File: src/rtl/lane_xtract_pkg.sv
package lane_xtract_pkg;

  // element size codes, ordered so that width = 8 << code
  typedef enum logic [1:0] {
    ESZ_8  = 2'd0,
    ESZ_16 = 2'd1,
    ESZ_32 = 2'd2,
    ESZ_64 = 2'd3
  } esz_e;

  localparam int unsigned IDX_W   = 4;
  localparam int unsigned SEL_W   = 5;
  localparam int unsigned REG_W   = 5;

  localparam logic [8:0] OPC_MID = 9'b001110000;
  localparam logic [5:0] OPC_LOW = 6'b001111;

  typedef struct packed {
    logic             hit;
    logic             undef;
    logic             is64;
    esz_e             esz;
    logic [IDX_W-1:0] idx;
    logic [REG_W-1:0] rd;
  } dec_t;

endpackage

File: src/rtl/lx_rst_sync.sv
module lx_rst_sync #(
  parameter int unsigned STAGES = 2
) (
  input  logic clk,
  input  logic arst_n,
  output logic rst_n_o
);

  logic [STAGES-1:0] sync_q;
  logic [STAGES-1:0] sync_d;

  always_comb begin
    sync_d = {sync_q[STAGES-2:0], 1'b1};
  end

  always_ff @(posedge clk or negedge arst_n) begin
    if (!arst_n) begin
      sync_q <= '0;
    end else begin
      sync_q <= sync_d;
    end
  end

  assign rst_n_o = sync_q[STAGES-1];

endmodule

File: src/rtl/lx_field_decode.sv
module lx_field_decode
  import lane_xtract_pkg::*;
(
  input  logic [31:0] insn,
  output dec_t        dec
);

  logic             wide;
  logic [SEL_W-1:0] sel;
  logic             unused_rn;

  assign wide      = insn[30];
  assign sel       = insn[20:16];
  assign unused_rn = ^insn[9:5];

  always_comb begin
    dec       = '0;
    dec.hit   = !insn[31] && (insn[29:21] == OPC_MID) && (insn[15:10] == OPC_LOW);
    dec.is64  = wide;
    dec.rd    = insn[4:0];
    dec.esz   = ESZ_8;
    dec.idx   = '0;
    dec.undef = 1'b0;
    if (!wide) begin
      casez (sel)
        5'b????1: begin dec.esz = ESZ_8;  dec.idx = sel[4:1];           end
        5'b???10: begin dec.esz = ESZ_16; dec.idx = {1'b0, sel[4:2]};   end
        5'b??100: begin dec.esz = ESZ_32; dec.idx = {2'b00, sel[4:3]};  end
        default:  begin dec.undef = 1'b1;                               end
      endcase
    end else begin
      if (sel[3:0] == 4'b1000) begin
        dec.esz = ESZ_64;
        dec.idx = {3'b000, sel[4]};
      end else begin
        dec.undef = 1'b1;
      end
    end
  end

endmodule

File: src/rtl/lx_lane_mux.sv
module lx_lane_mux
  import lane_xtract_pkg::*;
#(
  parameter int unsigned VEC_W = 128,
  parameter int unsigned XLEN  = 64
) (
  input  logic [VEC_W-1:0] vec,
  input  esz_e             esz,
  input  logic [IDX_W-1:0] idx,
  input  logic             is64,
  input  logic             undef,
  output logic [XLEN-1:0]  result
);

  localparam int unsigned NUM_SIZES = $clog2(XLEN / 8) + 1;
  localparam int unsigned HALF      = XLEN / 2;

  logic [XLEN-1:0] cand [NUM_SIZES];

  // one extractor per element width
  for (genvar g = 0; g < NUM_SIZES; g++) begin : g_size
    localparam int unsigned ES    = 8 << g;
    localparam int unsigned LANES = VEC_W / ES;
    localparam int unsigned LW    = (LANES > 1) ? $clog2(LANES) : 1;
    logic [LW-1:0] lane;
    assign lane    = idx[LW-1:0];
    assign cand[g] = XLEN'(vec[lane*ES +: ES]);
  end

  always_comb begin
    result = cand[esz];
    if (!is64) begin
      result[XLEN-1:HALF] = '0;
    end
    if (undef) begin
      result = '0;
    end
  end

endmodule

File: src/rtl/lane_xtract_unit.sv
module lane_xtract_unit
  import lane_xtract_pkg::*;
#(
  parameter int unsigned VEC_W = 128,
  parameter int unsigned XLEN  = 64
) (
  input  logic              clk,
  input  logic              rst_n,
  input  logic              in_valid,
  input  logic [31:0]       in_insn,
  input  logic [VEC_W-1:0]  in_vec,
  output logic              out_valid,
  output logic              out_undef,
  output logic              out_is64,
  output logic [REG_W-1:0]  out_rd,
  output logic [XLEN-1:0]   out_result
);

  logic            rst_q_n;
  dec_t            dec;
  logic [XLEN-1:0] lane_res;
  logic            accept;
  logic            valid_d;
  logic            undef_d;

  lx_rst_sync #(.STAGES(2)) u_rst (
    .clk     (clk),
    .arst_n  (rst_n),
    .rst_n_o (rst_q_n)
  );

  lx_field_decode u_dec (
    .insn (in_insn),
    .dec  (dec)
  );

  lx_lane_mux #(.VEC_W(VEC_W), .XLEN(XLEN)) u_mux (
    .vec    (in_vec),
    .esz    (dec.esz),
    .idx    (dec.idx),
    .is64   (dec.is64),
    .undef  (dec.undef),
    .result (lane_res)
  );

  // next state
  always_comb begin
    accept  = in_valid && dec.hit;
    valid_d = accept;
    undef_d = accept && dec.undef;
  end

  // control registers
  always_ff @(posedge clk or negedge rst_q_n) begin
    if (!rst_q_n) begin
      out_valid <= 1'b0;
      out_undef <= 1'b0;
    end else begin
      out_valid <= valid_d;
      out_undef <= undef_d;
    end
  end

  // data registers, loaded only on accept
  always_ff @(posedge clk) begin
    if (accept) begin
      out_result <= lane_res;
      out_rd     <= dec.rd;
      out_is64   <= dec.is64;
    end
  end

endmodule

File: config.mk
export PLATFORM = sky130hd
export DESIGN_NAME = lane_xtract_unit
export DESIGN_NICKNAME = d
export VERILOG_FILES = /design/src/rtl/lane_xtract_pkg.sv /design/src/rtl/lx_rst_sync.sv /design/src/rtl/lx_field_decode.sv /design/src/rtl/lx_lane_mux.sv /design/src/rtl/lane_xtract_unit.sv
export SDC_FILE = /design/constraint.sdc
export NUM_CORES = 1
export LEC_CHECK = 0
export CORE_MARGIN = 10
export CORE_UTILIZATION = 62
export CTS_CLUSTER_DIAMETER = 40
export DETAILED_ROUTE_END_ITERATION = 6
export DONT_BUFFER_PORTS = 1
export PLACE_DENSITY = 0.78
export SKIP_LAST_GASP = 1
export SLEW_MARGIN = 0
export SYNTH_ARGS = -nofsm -noshare
export SYNTH_HDL_FRONTEND = slang
export SYNTH_SLANG_ARGS = --single-unit
File: constraint.sdc
create_clock -name clk -period 0.8 [get_ports clk]
set_input_delay 0.12 -clock clk [delete_from_list [all_inputs] [get_ports clk]]
set_output_delay 0.12 -clock clk [all_outputs]
set_load 0.1 [all_outputs]
==> results of run 1 <==
[cell families after synthesis]
group           synth area share
compound gates             0.313
other cells             0.000559
flops                      0.328
buf+inv                   0.0688
mux                       0.0438
simple gates               0.245
[per-stage QoR]
stage	instances	worst slack, ns	TNS [ns]	hold WS (ns)
2_1_floorplan	868	-2.40	-240.27	-0.176
3_3_place_gp	1148	-1.12	-93.07	-0.176
3_5_place_dp	1148	-1.26	-100.66	-0.175
==> results.yml, run 1 <==
clock_network:
  root_buffer: "clkbuf_8"
  htreeDepth: 3
  numCtsBuffers: 9
  ctsResizeCount: 136
  post-cts-setup-buffers: 43
  cts_sinks: 74
  ctsLongestPathBuffers: 2
  cts_hold_buf: 27
floorplan:
  start_util: 0.644
  fp.dieW_um: 124
  die-height_um: 124
  ios: 235
  rows: 37
placed_design:
  dpl.hpwl_um: 26500
  gp_congestion: 1.11
  io_buffers: 0
  placed_area_um2: 9440
synthesis:
  synth_cell_types: 74
  synth_most_common_cell: "nand2_1"
  syn_nets: 1031
  synth_top_area_cell: "edfxtp_1"
  syn_inst: 868
  synth_edf_count: 70
  synthArstFlopShare: 0.0541
  synth.avg_cell_area_um2: 7.73
  netlist_area_um2: 6710
  synth_top_area_frac: 0.313
  ys_top_cells_by_area: "edfxtp_1 (31%), nand2_1 (11%), a21oi_1 (7.0%)"
  yosys_warnings: 0
  ys_seq_area_frac: 0.328
  synth_ff_type: "edfxtp_1"
  ys_ff_latch: 74
  ys_top_cells_by_count: "nand2_1 (204), a21oi_1 (94), edfxtp_1 (70)"
run_status:
  error: "[ERROR DPL-0038] Utilization greater than 100%, impossible to legalize"
  stop_stage: "clock tree synthesis"
  status: "aborted with a tool error"
==> run 2: changes to the inputs <==
--- a/config.mk
+++ b/config.mk
@@ -6,11 +6,10 @@
 export NUM_CORES = 1
 export LEC_CHECK = 0
 export CORE_MARGIN = 10
-export CORE_UTILIZATION = 62
-export CTS_CLUSTER_DIAMETER = 40
+export CORE_UTILIZATION = 40
 export DETAILED_ROUTE_END_ITERATION = 6
 export DONT_BUFFER_PORTS = 1
-export PLACE_DENSITY = 0.78
+export PLACE_DENSITY_LB_ADDON = 0.15
 export SKIP_LAST_GASP = 1
 export SLEW_MARGIN = 0
 export SYNTH_ARGS = -nofsm -noshare
==> results.yml, run 2 <==
run_status:
  status: "complete, but fails checks"
  violations: "setup timing"
floorplan:
  fp.dieW_um: 149
  dieArea_um2: 22300
  ios: 235
  die-height_um: 149
  core_um2: 16500
  rows: 47
  start_util: 0.406
clock_network:
  numCtsBuffers: 9
  cts_sinks: 74
  htreeDepth: 3
  cts_tree: "done"
  root_buffer: "clkbuf_16"
  ctsLongestPathBuffers: 2
  clk_latency_ns: 0.36
  path_clk_slew_ns: 0.07
run:
  max_cap_viol_count: 0
global_route:
  grt_max_degree: 26
  grt_pass1_wl_um: 53600
  overflow: 0
  antenna_found_initial: 1
  grtUsageTotal: 0.312
  grt_pass1_vias: 8667
min_path:
  min-delay-start: "in_vec[42]"
  hold_class: "input port to flip-flop"
  min_path_cells: 2
  hold_path_end: "out_result[42]"
critical_path:
  r2r-start: "u_rst.sync_q[0]"
  critPathRequiredTime_ns: 0.91
  r2r_end: "u_rst.sync_q[1]"
  slowest_stage: "a222oi_1"
  cp.arrival_ns: 1.75
  cp-start-kind: "input port"
  worstSetupPathType: "input port to flip-flop"
  slowest_delay_ns: 0.37
  r2r_cells: 0
  regToRegSetupSlack_ns: 0.33
  cp-end-kind: "flip-flop"
  path_cells: "nand3b_1 > buf_4 > nand2_2 > mux2_2 > a222oi_1 > nand4_1 > o311a_1"
  path_max_fanout: 20
routing:
  drc: 0
  top_layer: "met4"
  drt_iter0_drc: 1259
  first_pass_iters: 6
  met2_length_um: 17500
  vias_per_cell: 6.57
  wl_met1_um: 13100
  vias: 8862
  route.met3.wl_um: 4870
  wirelength_um: 37200
  detail-route-antenna-nets: 0
  wire_per_inst_um: 27.6
synthesis:
  yosys_warnings: 0
  synth_cell_types: 74
  synth_top_area_frac: 0.313
  synth_ff_type: "edfxtp_1"
  netlist_area_um2: 6710
  ys_seq_area_frac: 0.328
  syn_nets: 1031
  synth_edf_count: 70
  syn_inst: 868
  ys_top_cells_by_count: "nand2_1 (204), a21oi_1 (94), edfxtp_1 (70)"
  ys_ff_latch: 74
  synth_top_area_cell: "edfxtp_1"
  ys_top_cells_by_area: "edfxtp_1 (31%), nand2_1 (11%), a21oi_1 (7.0%)"
  synthArstFlopShare: 0.0541
  synth.avg_cell_area_um2: 7.73
  synth_most_common_cell: "nand2_1"
sta:
  period_share: 2.05
  period_needed_ns: 1.64
  finalSetupViolations: 208
  hold_viol: 0
  rsz0062_at_grt: "true"
  drv_slew: 0
  fmax_ghz: 0.610
  finalWorstSetupSlack_ns: -0.839
  fin_hold_ws_ns: 0.0000295
  finClkSkew_ns: 0.00317
  tns_ns: -81.29
placed_design:
  dpl.hpwl_um: 26700
  gp_congestion: 1.01
  place_ws_ns: -1.21
  io_buffers: 0
pwr:
  p_per_area_nw_per_um2: 1180
  vdd_drop_max_uv: 1170
  p_total_mw: 14.1
  leakagePower_nw: 4.67
cells_and_area:
  n_fill_cell: 1192
  final_cell_mix: "nand2_1 (171), buf_4 (141), buf_12 (102), edfxtp_1 (70), a21oi_1 (55)"
  final_layout_size_suffix_gt1_frac: 0.435
  final_common_cell: "nand2_1"
  top_register: "out_result"
  largestRegisters: "out_result (64), out_rd (5), u_rst.sync_q (2)"
  final_nets: 1286
  syn2layout_area_growth_pct: 78.1
  largest_reg_flops: 64
[run 2: cell counts after synthesis]
No cell type changed its count.
[run 2: cell families (layout without fill, tap and decap cells)]
kind of cell           count (synthesis)  after routing  synth area share
AO/OA/AOI/OAI                        319            319             0.313
AND/OR/NAND/NOR                      359            360             0.245
flip-flops                            74             74             0.328
buffers and inverters                 86            345            0.0688
other                                  1              2          0.000559
multiplexers                          29             29            0.0438
[run 2: power by group]
part           internal, mW  switching (mW)  leakage (nW)  total, mW
Clock                  3.41            1.95         0.182       5.36
Combinational          2.22            2.34          3.93       4.56
Sequential             4.22         0.00248         0.557       4.22
[run 2: worst max-delay path, delay by kind of cell]
family | cells | cell delay (ns)
AO/OA/AOI/OAI | 2 | 0.54
buffers and inverters | 1 | 0.18
multiplexers | 1 | 0.35
AND/OR/NAND/NOR | 3 | 0.56
[run 2: layout make-up]
cell class / count / area [µm²] / area share
multi-input cells: 709 / 4870 / 0.408
well taps: 220 / 275 / 0.0230
inverters: 6 / 22.5 / 0.00189
clock inverters: 7 / 149 / 0.0125
clock buffers: 9 / 225 / 0.0189
diodes: 1 / 2.50 / 0.000210
repair buffers: 323 / 4190 / 0.351
flip-flops and latches: 74 / 2200 / 0.185
[run 2: through the flow]
stage | cell area [µm²] | utilization | std cells
floorplan | 7130 | - | 868
global placement | 9700 | 0.587 | 1250
detailed placement | 9700 | 0.587 | 1250
CTS | 11400 | 0.689 | 1330
global route | 11900 | 0.723 | 1348
finish | 11900 | 0.723 | 1349
[run 2: how the worst max path moves through the flow]
stage / from / to / slack, ns / cells past startpoint
floorplan: in_insn[22] / out_is64 / -2.40 / 3
global placement: in_insn[16] / out_result[6] / -1.23 / 10
detailed placement: in_insn[16] / out_result[1] / -1.21 / 7
CTS: in_insn[30] / out_result[1] / -0.80 / 8
global route: in_insn[17] / out_result[4] / -0.86 / 8
finish: in_insn[16] / out_result[1] / -0.84 / 7
[run 2: repair_timing]
action,CTS,global route
hold buffers,10,0
resized for setup,139,125
endpoints found under the hold margin,10,0
pin swaps,31,44
endpoints found under the setup margin,207,208
setup buffers,47,32
gates cloned,10,4
[run 2: layer usage]
layer,global-route usage,up-vias
li1,-,3784
met1,0.373,4234
met2,0.503,698
met3,0.0990,146
met4,0.139,0
met5,0,-
Note: power is estimated with default switching activity, not from simulation.
